===== src/rtl/rdb_pkg.sv =====
package rdb_pkg;

  // A record is always five words; the handshake in front of it is three cycles.
  localparam int REC_WORDS   = 5;
  localparam int HS_CYCLES   = 3;
  localparam int XFER_CYCLES = HS_CYCLES + REC_WORDS;

  // Transfer phase, broadcast by the master while a card holds the grant.
  typedef enum logic [2:0] {
    PH_GRANT = 3'd0,
    PH_ACK   = 3'd1,
    PH_TURN  = 3'd2,
    PH_D0    = 3'd3,
    PH_D1    = 3'd4,
    PH_D2    = 3'd5,
    PH_D3    = 3'd6,
    PH_D4    = 3'd7
  } phase_t;

  function automatic logic is_data_phase(phase_t p);
    return p >= PH_D0;
  endfunction

  // Slot of the word carried in a data phase (0 = oldest).
  function automatic logic [2:0] data_slot(phase_t p);
    return 3'(p) - 3'(PH_D0);
  endfunction

  function automatic logic is_last_phase(phase_t p);
    return p == PH_D4;
  endfunction

endpackage


===== src/rtl/rdb_chan_fifo.sv =====
module rdb_chan_fifo #(
  parameter int DATA_W = 16,
  parameter int DEPTH  = 8,
  localparam int AW    = (DEPTH > 1) ? $clog2(DEPTH) : 1,
  localparam int CW    = $clog2(DEPTH + 1)
) (
  input  logic              clk,
  input  logic              rst_n,
  input  logic              wr_en,
  input  logic [DATA_W-1:0] wr_data,
  input  logic              rd_en,
  output logic [DATA_W-1:0] head,
  output logic [CW-1:0]     count
);

  logic [DATA_W-1:0] mem [DEPTH];
  logic [AW-1:0]     wr_ptr, rd_ptr;
  logic              wr_acc;

  function automatic logic [AW-1:0] ptr_next(logic [AW-1:0] p);
    return (int'(p) == DEPTH - 1) ? '0 : p + AW'(1);
  endfunction

  // Writes into a full FIFO are dropped, even if a pop happens in the same cycle.
  assign wr_acc = wr_en && (int'(count) < DEPTH);
  assign head   = mem[rd_ptr];

  always_ff @(posedge clk) begin
    if (wr_acc) mem[wr_ptr] <= wr_data;
  end

  always_ff @(posedge clk) begin
    if (!rst_n) begin
      wr_ptr <= '0;
      rd_ptr <= '0;
      count  <= '0;
    end else begin
      if (wr_acc) wr_ptr <= ptr_next(wr_ptr);
      if (rd_en)  rd_ptr <= ptr_next(rd_ptr);
      count <= count + CW'(wr_acc) - CW'(rd_en);
    end
  end

endmodule


===== src/rtl/rdb_slave.sv =====
module rdb_slave
  import rdb_pkg::*;
#(
  parameter int N_CH   = 4,
  parameter int DATA_W = 16,
  parameter int DEPTH  = 8,
  localparam int CH_W  = $clog2(N_CH),
  localparam int CW    = $clog2(DEPTH + 1)
) (
  input  logic                     clk,
  input  logic                     rst_n,
  input  logic [N_CH-1:0]          wr_en,
  input  logic [N_CH*DATA_W-1:0]   wr_data,
  input  logic                     prio_strap,
  input  logic                     gnt,
  input  logic                     busy,
  input  phase_t                   phase,
  output logic                     req,
  output logic                     d_ack,
  output logic                     d_prio,
  output logic [CH_W-1:0]          d_chan,
  output logic [DATA_W-1:0]        d_data
);

  logic [CW-1:0]     cnt  [N_CH];
  logic [DATA_W-1:0] head [N_CH];
  logic [N_CH-1:0]   ready, pop;
  logic [CH_W-1:0]   sel;
  logic              mine, sending;

  // Lowest-numbered channel holding a full record.
  function automatic logic [CH_W-1:0] first_ready(logic [N_CH-1:0] r);
    logic [CH_W-1:0] pick;
    pick = '0;
    for (int c = N_CH - 1; c >= 0; c--) begin
      if (r[c]) pick = CH_W'(c);
    end
    return pick;
  endfunction

  for (genvar c = 0; c < N_CH; c++) begin : g_ch
    rdb_chan_fifo #(.DATA_W(DATA_W), .DEPTH(DEPTH)) u_fifo (
      .clk     (clk),
      .rst_n   (rst_n),
      .wr_en   (wr_en[c]),
      .wr_data (wr_data[c*DATA_W +: DATA_W]),
      .rd_en   (pop[c]),
      .head    (head[c]),
      .count   (cnt[c])
    );
    assign ready[c] = int'(cnt[c]) >= REC_WORDS;
    assign pop[c]   = sending && (sel == CH_W'(c));
  end

  assign req     = |ready;
  assign mine    = gnt && busy;
  assign sending = mine && is_data_phase(phase);

  // The channel is chosen in the grant cycle and held for the whole transfer.
  always_ff @(posedge clk) begin
    if (!rst_n) sel <= '0;
    else if (mine && phase == PH_GRANT) sel <= first_ready(ready);
  end

  // Every output is zero unless this card owns the bus, so the top can OR them.
  assign d_ack  = mine && (phase == PH_ACK);
  assign d_prio = d_ack && prio_strap;
  assign d_chan = d_ack ? sel : '0;
  assign d_data = sending ? head[sel] : '0;

endmodule


===== src/rtl/rdb_master.sv =====
module rdb_master
  import rdb_pkg::*;
#(
  parameter int N_CARDS = 4,
  parameter int N_CH    = 4,
  parameter int DATA_W  = 16,
  localparam int CARD_W = $clog2(N_CARDS),
  localparam int CH_W   = $clog2(N_CH)
) (
  input  logic                        clk,
  input  logic                        rst_n,
  input  logic [N_CARDS-1:0]          req,
  input  logic                        bus_ack,
  input  logic                        bus_prio,
  input  logic [CH_W-1:0]             bus_chan,
  input  logic [DATA_W-1:0]           bus_data,
  output logic [N_CARDS-1:0]          gnt,
  output logic                        busy,
  output phase_t                      phase,
  output logic                        rec_valid,
  output logic [CARD_W-1:0]           rec_card,
  output logic [CH_W-1:0]             rec_chan,
  output logic                        rec_prio,
  output logic [REC_WORDS*DATA_W-1:0] rec_data
);

  logic [CARD_W-1:0] cur, last;
  logic [CH_W-1:0]   lat_chan;
  logic              lat_prio;
  logic [DATA_W-1:0] words [REC_WORDS-1];

  // Round-robin: first requester strictly after the last granted card.
  function automatic logic [CARD_W-1:0] rr_pick(logic [N_CARDS-1:0] r,
                                                logic [CARD_W-1:0] prev);
    logic [CARD_W-1:0] pick;
    logic              found;
    int                k;
    pick  = prev;
    found = 1'b0;
    for (int off = 1; off <= N_CARDS; off++) begin
      k = (int'(prev) + off) % N_CARDS;
      if (!found && r[k]) begin
        pick  = CARD_W'(k);
        found = 1'b1;
      end
    end
    return pick;
  endfunction

  always_comb begin
    gnt = '0;
    if (busy) gnt[cur] = 1'b1;
  end

  always_ff @(posedge clk) begin
    if (!rst_n) begin
      busy      <= 1'b0;
      phase     <= PH_GRANT;
      cur       <= '0;
      last      <= CARD_W'(N_CARDS - 1);
      lat_chan  <= '0;
      lat_prio  <= 1'b0;
      rec_valid <= 1'b0;
      rec_card  <= '0;
      rec_chan  <= '0;
      rec_prio  <= 1'b0;
      rec_data  <= '0;
    end else begin
      rec_valid <= 1'b0;
      if (!busy) begin
        if (|req) begin
          cur   <= rr_pick(req, last);
          last  <= rr_pick(req, last);
          busy  <= 1'b1;
          phase <= PH_GRANT;
        end
      end else begin
        phase <= phase_t'(phase + 3'd1);
        if (phase == PH_ACK && bus_ack) begin
          lat_chan <= bus_chan;
          lat_prio <= bus_prio;
        end
        if (is_last_phase(phase)) begin
          busy      <= 1'b0;
          rec_valid <= 1'b1;
          rec_card  <= cur;
          rec_chan  <= lat_chan;
          rec_prio  <= lat_prio;
          rec_data  <= {bus_data, words[3], words[2], words[1], words[0]};
        end
      end
    end
  end

  always_ff @(posedge clk) begin
    if (busy && is_data_phase(phase) && !is_last_phase(phase))
      words[data_slot(phase)] <= bus_data;
  end

endmodule


===== src/rtl/card_readout_bus.sv =====
module card_readout_bus
  import rdb_pkg::*;
#(
  parameter int N_CARDS    = 4,
  parameter int N_CH       = 4,
  parameter int DATA_W     = 16,
  parameter int FIFO_DEPTH = 8,
  localparam int CARD_W    = $clog2(N_CARDS),
  localparam int CH_W      = $clog2(N_CH),
  localparam int N_LANES   = N_CARDS * N_CH
) (
  input  logic                        clk,
  input  logic                        rst_n,
  input  logic [N_LANES-1:0]          ch_wr_en,
  input  logic [N_LANES*DATA_W-1:0]   ch_wr_data,
  input  logic [N_CARDS-1:0]          card_prio,
  output logic                        rec_valid,
  output logic [CARD_W-1:0]           rec_card,
  output logic [CH_W-1:0]             rec_chan,
  output logic                        rec_prio,
  output logic [REC_WORDS*DATA_W-1:0] rec_data
);

  // Shared bus: named so the checker can watch it.
  logic [N_CARDS-1:0] card_req;
  logic [N_CARDS-1:0] bus_gnt;
  logic               bus_busy;
  phase_t             bus_phase;
  logic               bus_ack, bus_prio;
  logic [CH_W-1:0]    bus_chan;
  logic [DATA_W-1:0]  bus_data;

  logic [N_CARDS-1:0] s_ack, s_prio;
  logic [CH_W-1:0]    s_chan [N_CARDS];
  logic [DATA_W-1:0]  s_data [N_CARDS];

  for (genvar k = 0; k < N_CARDS; k++) begin : g_card
    rdb_slave #(.N_CH(N_CH), .DATA_W(DATA_W), .DEPTH(FIFO_DEPTH)) u_slave (
      .clk        (clk),
      .rst_n      (rst_n),
      .wr_en      (ch_wr_en[k*N_CH +: N_CH]),
      .wr_data    (ch_wr_data[k*N_CH*DATA_W +: N_CH*DATA_W]),
      .prio_strap (card_prio[k]),
      .gnt        (bus_gnt[k]),
      .busy       (bus_busy),
      .phase      (bus_phase),
      .req        (card_req[k]),
      .d_ack      (s_ack[k]),
      .d_prio     (s_prio[k]),
      .d_chan     (s_chan[k]),
      .d_data     (s_data[k])
    );
  end

  // Only the granted slave drives non-zero values, so OR-combining forms the bus.
  always_comb begin
    bus_ack  = |s_ack;
    bus_prio = |s_prio;
    bus_chan = '0;
    bus_data = '0;
    for (int k = 0; k < N_CARDS; k++) begin
      bus_chan = bus_chan | s_chan[k];
      bus_data = bus_data | s_data[k];
    end
  end

  rdb_master #(.N_CARDS(N_CARDS), .N_CH(N_CH), .DATA_W(DATA_W)) u_master (
    .clk       (clk),
    .rst_n     (rst_n),
    .req       (card_req),
    .bus_ack   (bus_ack),
    .bus_prio  (bus_prio),
    .bus_chan  (bus_chan),
    .bus_data  (bus_data),
    .gnt       (bus_gnt),
    .busy      (bus_busy),
    .phase     (bus_phase),
    .rec_valid (rec_valid),
    .rec_card  (rec_card),
    .rec_chan  (rec_chan),
    .rec_prio  (rec_prio),
    .rec_data  (rec_data)
  );

endmodule


===== config.mk =====
export PLATFORM = sky130hd
export DESIGN_NAME = card_readout_bus
export DESIGN_NICKNAME = d
export VERILOG_FILES = /design/src/rtl/rdb_pkg.sv /design/src/rtl/rdb_chan_fifo.sv /design/src/rtl/rdb_slave.sv /design/src/rtl/rdb_master.sv /design/src/rtl/card_readout_bus.sv
export SDC_FILE = /design/constraint.sdc
export NUM_CORES = 2
export LEC_CHECK = 0
export ABC_AREA = 0
export CAP_MARGIN = 5
export CORE_ASPECT_RATIO = 1.2
export CORE_MARGIN = 2
export CORE_UTILIZATION = 29
export DETAILED_ROUTE_END_ITERATION = 8
export PLACE_DENSITY = 0.45
export RECOVER_POWER = 100
export SLEW_MARGIN = 20
export SYNTH_ARGS = -nofsm -noshare
export SYNTH_HDL_FRONTEND = slang
export SYNTH_SLANG_ARGS = --single-unit

===== constraint.sdc =====
create_clock -name clk -period 4.99 [get_ports clk]
set_input_delay 0.998 -clock clk [delete_from_list [all_inputs] [get_ports clk]]
set_output_delay 0.998 -clock clk [all_outputs]
set_load 0.02 [all_outputs]

==> flow_summary.ini <==
[run_status]
run_status = finished, violations left
failed_checks = capacitance limit, slew limit

[sta]
setup_viol_count_final = 0
fmax_mhz = 232
accumulated_negative_setup_slack_ns = 0
number_of_failing_hold_endpoints_at_the_final_stage = 0
grt_setup_unrepaired = no
fin_worst_hold_slack_ns = 0.446
maxSlewViolCount = 269
setup_skew_ns = 0.0606
slew_headroom_pct = -30.4
final.period_utilization_pct = 86.5
tightestPinTransition_ns = 1.96
final.min_clock_period_ns = 4.31

[finish]
seqCellArea_um2 = 69700
multi_input_logic_area_um2 = 23100
nFillCells = 31200
area_growth_syn_to_layout_pct = 17.9
drive_above_1_share_pct = 8.28
num-nets-final = 6690

[routing]
detail_route.wl_per_cell_um = 27.3
detailed_route_drc_error_count = 0
drt-initial-drc-count = 4531
drt_first_pass_iters = 5
detail-route-antenna-nets = 0
routed_via_density = 4.91
finalWirelength_um = 294000
vias = 52900

[placement]
gp_congestion = 0.846
port_buffers = 363
dp_hpwl_um = 212000

[setup_path]
largest_driver_fanout_on_the_critical_path = 22
crit_path_start_kind = register
critical_path.endpoint_type = register
crit_path_max_delay_cell_type = sky130_fd_sc_hd__clkbuf_1
worstPathCellList = ha_1 -> ha_1 -> a211o_1 -> and2_0 -> nand3b_1 -> clkbuf_1 -> nor3b_1 -> xnor2_1 -> ha_1 -> fa_1 -> xnor2_1 -> nor2_1
critical_path.max_stage_delay_ns = 1.22
worst_ep_arrival_time_ns = 4.98
timing.critical_path.required_ns = 5.65
ff2ff_path_depth = 12
worst-setup-path-type = register to register
cp_common_cell = sky130_fd_sc_hd__ha_1

[grt]
wire_length_of_the_first_global_routing_pass_um = 406000
grt_start_max_net_pins = 141
globalRouteTotalUtil_pct = 17.1
number_of_global_route_vias_before_repair = 51900
overflow = 0
antenna_violations_before_repair = 102

[synth]
async_reset_ff_share_pct = 0
synth.top_cell.area_share_pct = 66.8
synthesis.area_per_instance_um2 = 16.7
synthesis.area_um2 = 95000
synth_warnings = 0
synthTopCellsByCount = 2,112 x sky130_fd_sc_hd__edfxtp_1, 1,062 x sky130_fd_sc_hd__mux2i_1, 514 x sky130_fd_sc_hd__o22ai_1
ys_seq_area_share_pct = 73.4
synth-seq-cells = 2425
yosys.cell_types.count = 68
synth_flop_cell = sky130_fd_sc_hd__edfxtp_1
synthesis.instances = 5701
synthDominantAreaCellType = sky130_fd_sc_hd__edfxtp_1
synth_most_common_cell = sky130_fd_sc_hd__edfxtp_1
synthesis.nets = 6129
synth-edff-count = 2112
ranking_of_synthesized_cells_by_area = sky130_fd_sc_hd__edfxtp_1 67%, sky130_fd_sc_hd__mux2i_1 11%, sky130_fd_sc_hd__dfxtp_1 6.6%

[power]
power_density_nw_per_um2 = 413
vdd_drop_max_mv = 0.243
leakage_nw = 35.0

[floorplan]
die_h_um = 631
initial_core_util_pct = 29.1
die_width_um = 526
fp.dieArea_um2 = 332000
top_level_ports = 364
core_area_um2 = 327000
rows = 230

[clock_tree]
clk_latency_ns = 0.84
hold_bufs_inserted_after_cts = 0
ctsLongestPathBuffers = 4
clock_tree_from_tritoncts = done
post_cts.repair.setup_buffers = 0
htreeDepth = 5
clkSinkCount = 2425
clk_root_buffer_cell = sky130_fd_sc_hd__clkbuf_16
cts_inserted_buffers = 272
cts-resized-gates = 0
clock_edge_transition_at_the_registers_on_the_reported_setup_and_hold_paths_ns = 0.06

[worst_hold_path]
whs_path_depth = 1
worst_hold_path_type = register to register

[flow_run]
max_cap_violations = 13
==> logic make-up after synthesis <==
family | Yosys count | synth area share [%]
flops | 2425 | 73.4
simple gates | 799 | 4.97
buf+inv | 381 | 2.33
compound gates | 838 | 5.58
mux | 1065 | 11.3
xor+xnor | 43 | 0.396
fa+ha+maj | 150 | 2.10
==> layer usage <==
layer | global-route usage, % | up-vias | wire length [um]
met2 | 28.5 | 1655 | 140000
met1 | 23.0 | 27000 | 130000
met4 | 4.76 | 30 | 9190
met5 | 0 | - | 184
li1 | - | 23700 | -
met3 | 2.80 | 473 | 15400
==> power by group <==
| group | leakage, nW | internal [mW] | switching (mW) |
|---|---|---|---|
| Sequential | 21.6 | 23.0 | 0.408 |
| Combinational | 9.22 | 1.12 | 2.26 |
| Clock | 4.19 | 11.4 | 8.03 |
| Total | 35.0 | 35.6 | 10.7 |
==> placed cells by master (no fill, tap or decap), types with 13 or more instances in the layout <==
master	synthesis	final
sky130_fd_sc_hd__a21oi_1	175	169
sky130_fd_sc_hd__clkbuf_1	46	199
sky130_fd_sc_hd__dlygate4sd3_1	0	357
sky130_fd_sc_hd__nand2b_1	41	41
sky130_fd_sc_hd__fa_1	16	16
sky130_fd_sc_hd__nor2_1	211	205
sky130_fd_sc_hd__nor3_1	88	83
sky130_fd_sc_hd__buf_4	73	78
sky130_fd_sc_hd__dfxtp_4	0	16
sky130_fd_sc_hd__nand4bb_1	21	14
sky130_fd_sc_hd__edfxtp_1	2112	2112
sky130_fd_sc_hd__bufinv_16	0	17
sky130_fd_sc_hd__diode_2	0	13
sky130_fd_sc_hd__nor4_1	142	140
sky130_fd_sc_hd__and2_1	26	17
sky130_fd_sc_hd__o21a_1	13	13
sky130_fd_sc_hd__or4_1	6	22
sky130_fd_sc_hd__a21o_1	18	18
sky130_fd_sc_hd__nand3b_1	14	14
sky130_fd_sc_hd__xor2_1	29	29
sky130_fd_sc_hd__clkinv_2	0	35
sky130_fd_sc_hd__o21ai_0	13	13
sky130_fd_sc_hd__mux2i_1	1062	1062
sky130_fd_sc_hd__a22o_1	85	85
sky130_fd_sc_hd__clkinv_1	0	42
sky130_fd_sc_hd__inv_1	80	81
sky130_fd_sc_hd__o22ai_1	514	514
sky130_fd_sc_hd__xnor2_1	14	14
sky130_fd_sc_hd__dfxtp_1	313	297
sky130_fd_sc_hd__nor3b_1	13	18
sky130_fd_sc_hd__ha_1	134	134
sky130_fd_sc_hd__nand3_1	15	15
sky130_fd_sc_hd__clkbuf_16	0	284
sky130_fd_sc_hd__nand2_1	119	119
sky130_fd_sc_hd__or4b_1	13	13
==> path summary, 6_finish.rpt <==
kind                                                      from                                              endpoint  slack [ns]
worst max-delay path            u_master.phase[0]$_SDFFE_PN0P_  g_card[1].u_slave.g_ch[1].u_fifo.count[2]$_SDFF_PN0_        0.68
worst min-delay path            u_master.words[0][2]$_DFFE_PP_                     u_master.rec_data[2]$_SDFFE_PN0P_        0.45
worst max register to register  u_master.phase[0]$_SDFFE_PN0P_  g_card[1].u_slave.g_ch[1].u_fifo.count[2]$_SDFF_PN0_        0.68
worst min register to register  u_master.words[0][2]$_DFFE_PP_                     u_master.rec_data[2]$_SDFFE_PN0P_        0.45
==> state kept, by name, summed over array words and instances (netlist names), 3 cells and up, named ones only <==
register,count
u_master.words,64
g_card.u_slave.g_ch.u_fifo.count,64
g_card.u_slave.g_ch.u_fifo.rd_ptr,48
g_card.u_slave.sel,8
g_card.u_slave.g_ch.u_fifo.wr_ptr,48
u_master.phase,3
g_card.u_slave.g_ch.u_fifo.mem,2048
u_master.rec_data,80
==> metrics by stage <==
step                total power, mW  util [%]  instances  setup slack (ns)  area (um2)
floorplan                      25.7         -       5701              1.71       95000
global placement               27.3      31.9      10300             0.796      104000
detailed placement             27.4      32.0      10300             0.824      104000
CTS                            47.0      34.6      10800             0.814      113000
global route                   48.0      34.3      10800             0.422      112000
finish                         46.3      34.3      10800             0.676      112000
==> layout make-up <==
class                           instances  area share, %
Sequential cell                      2425           62.3
Multi-Input combinational cell       2895           20.6
Clock buffer                          353           6.66
Tap cell                             4292           4.80
Timing Repair Buffer                  587           4.32
Clock inverter                        120          0.990
Inverter                               81          0.278
Antenna cell                           13         0.0291
==> critical path, delay by kind of cell, from the launching register on <==
family	cells	cell delay, ns
AO/OA/AOI/OAI	1	0.28
buffers and inverters	1	1.22
adder cells (fa/ha/maj)	4	1.09
XOR/XNOR	2	0.43
AND/OR/NAND/NOR	4	0.78
flip-flops	1	0.35
No activity file was read; power rests on OpenSTA's default activity.
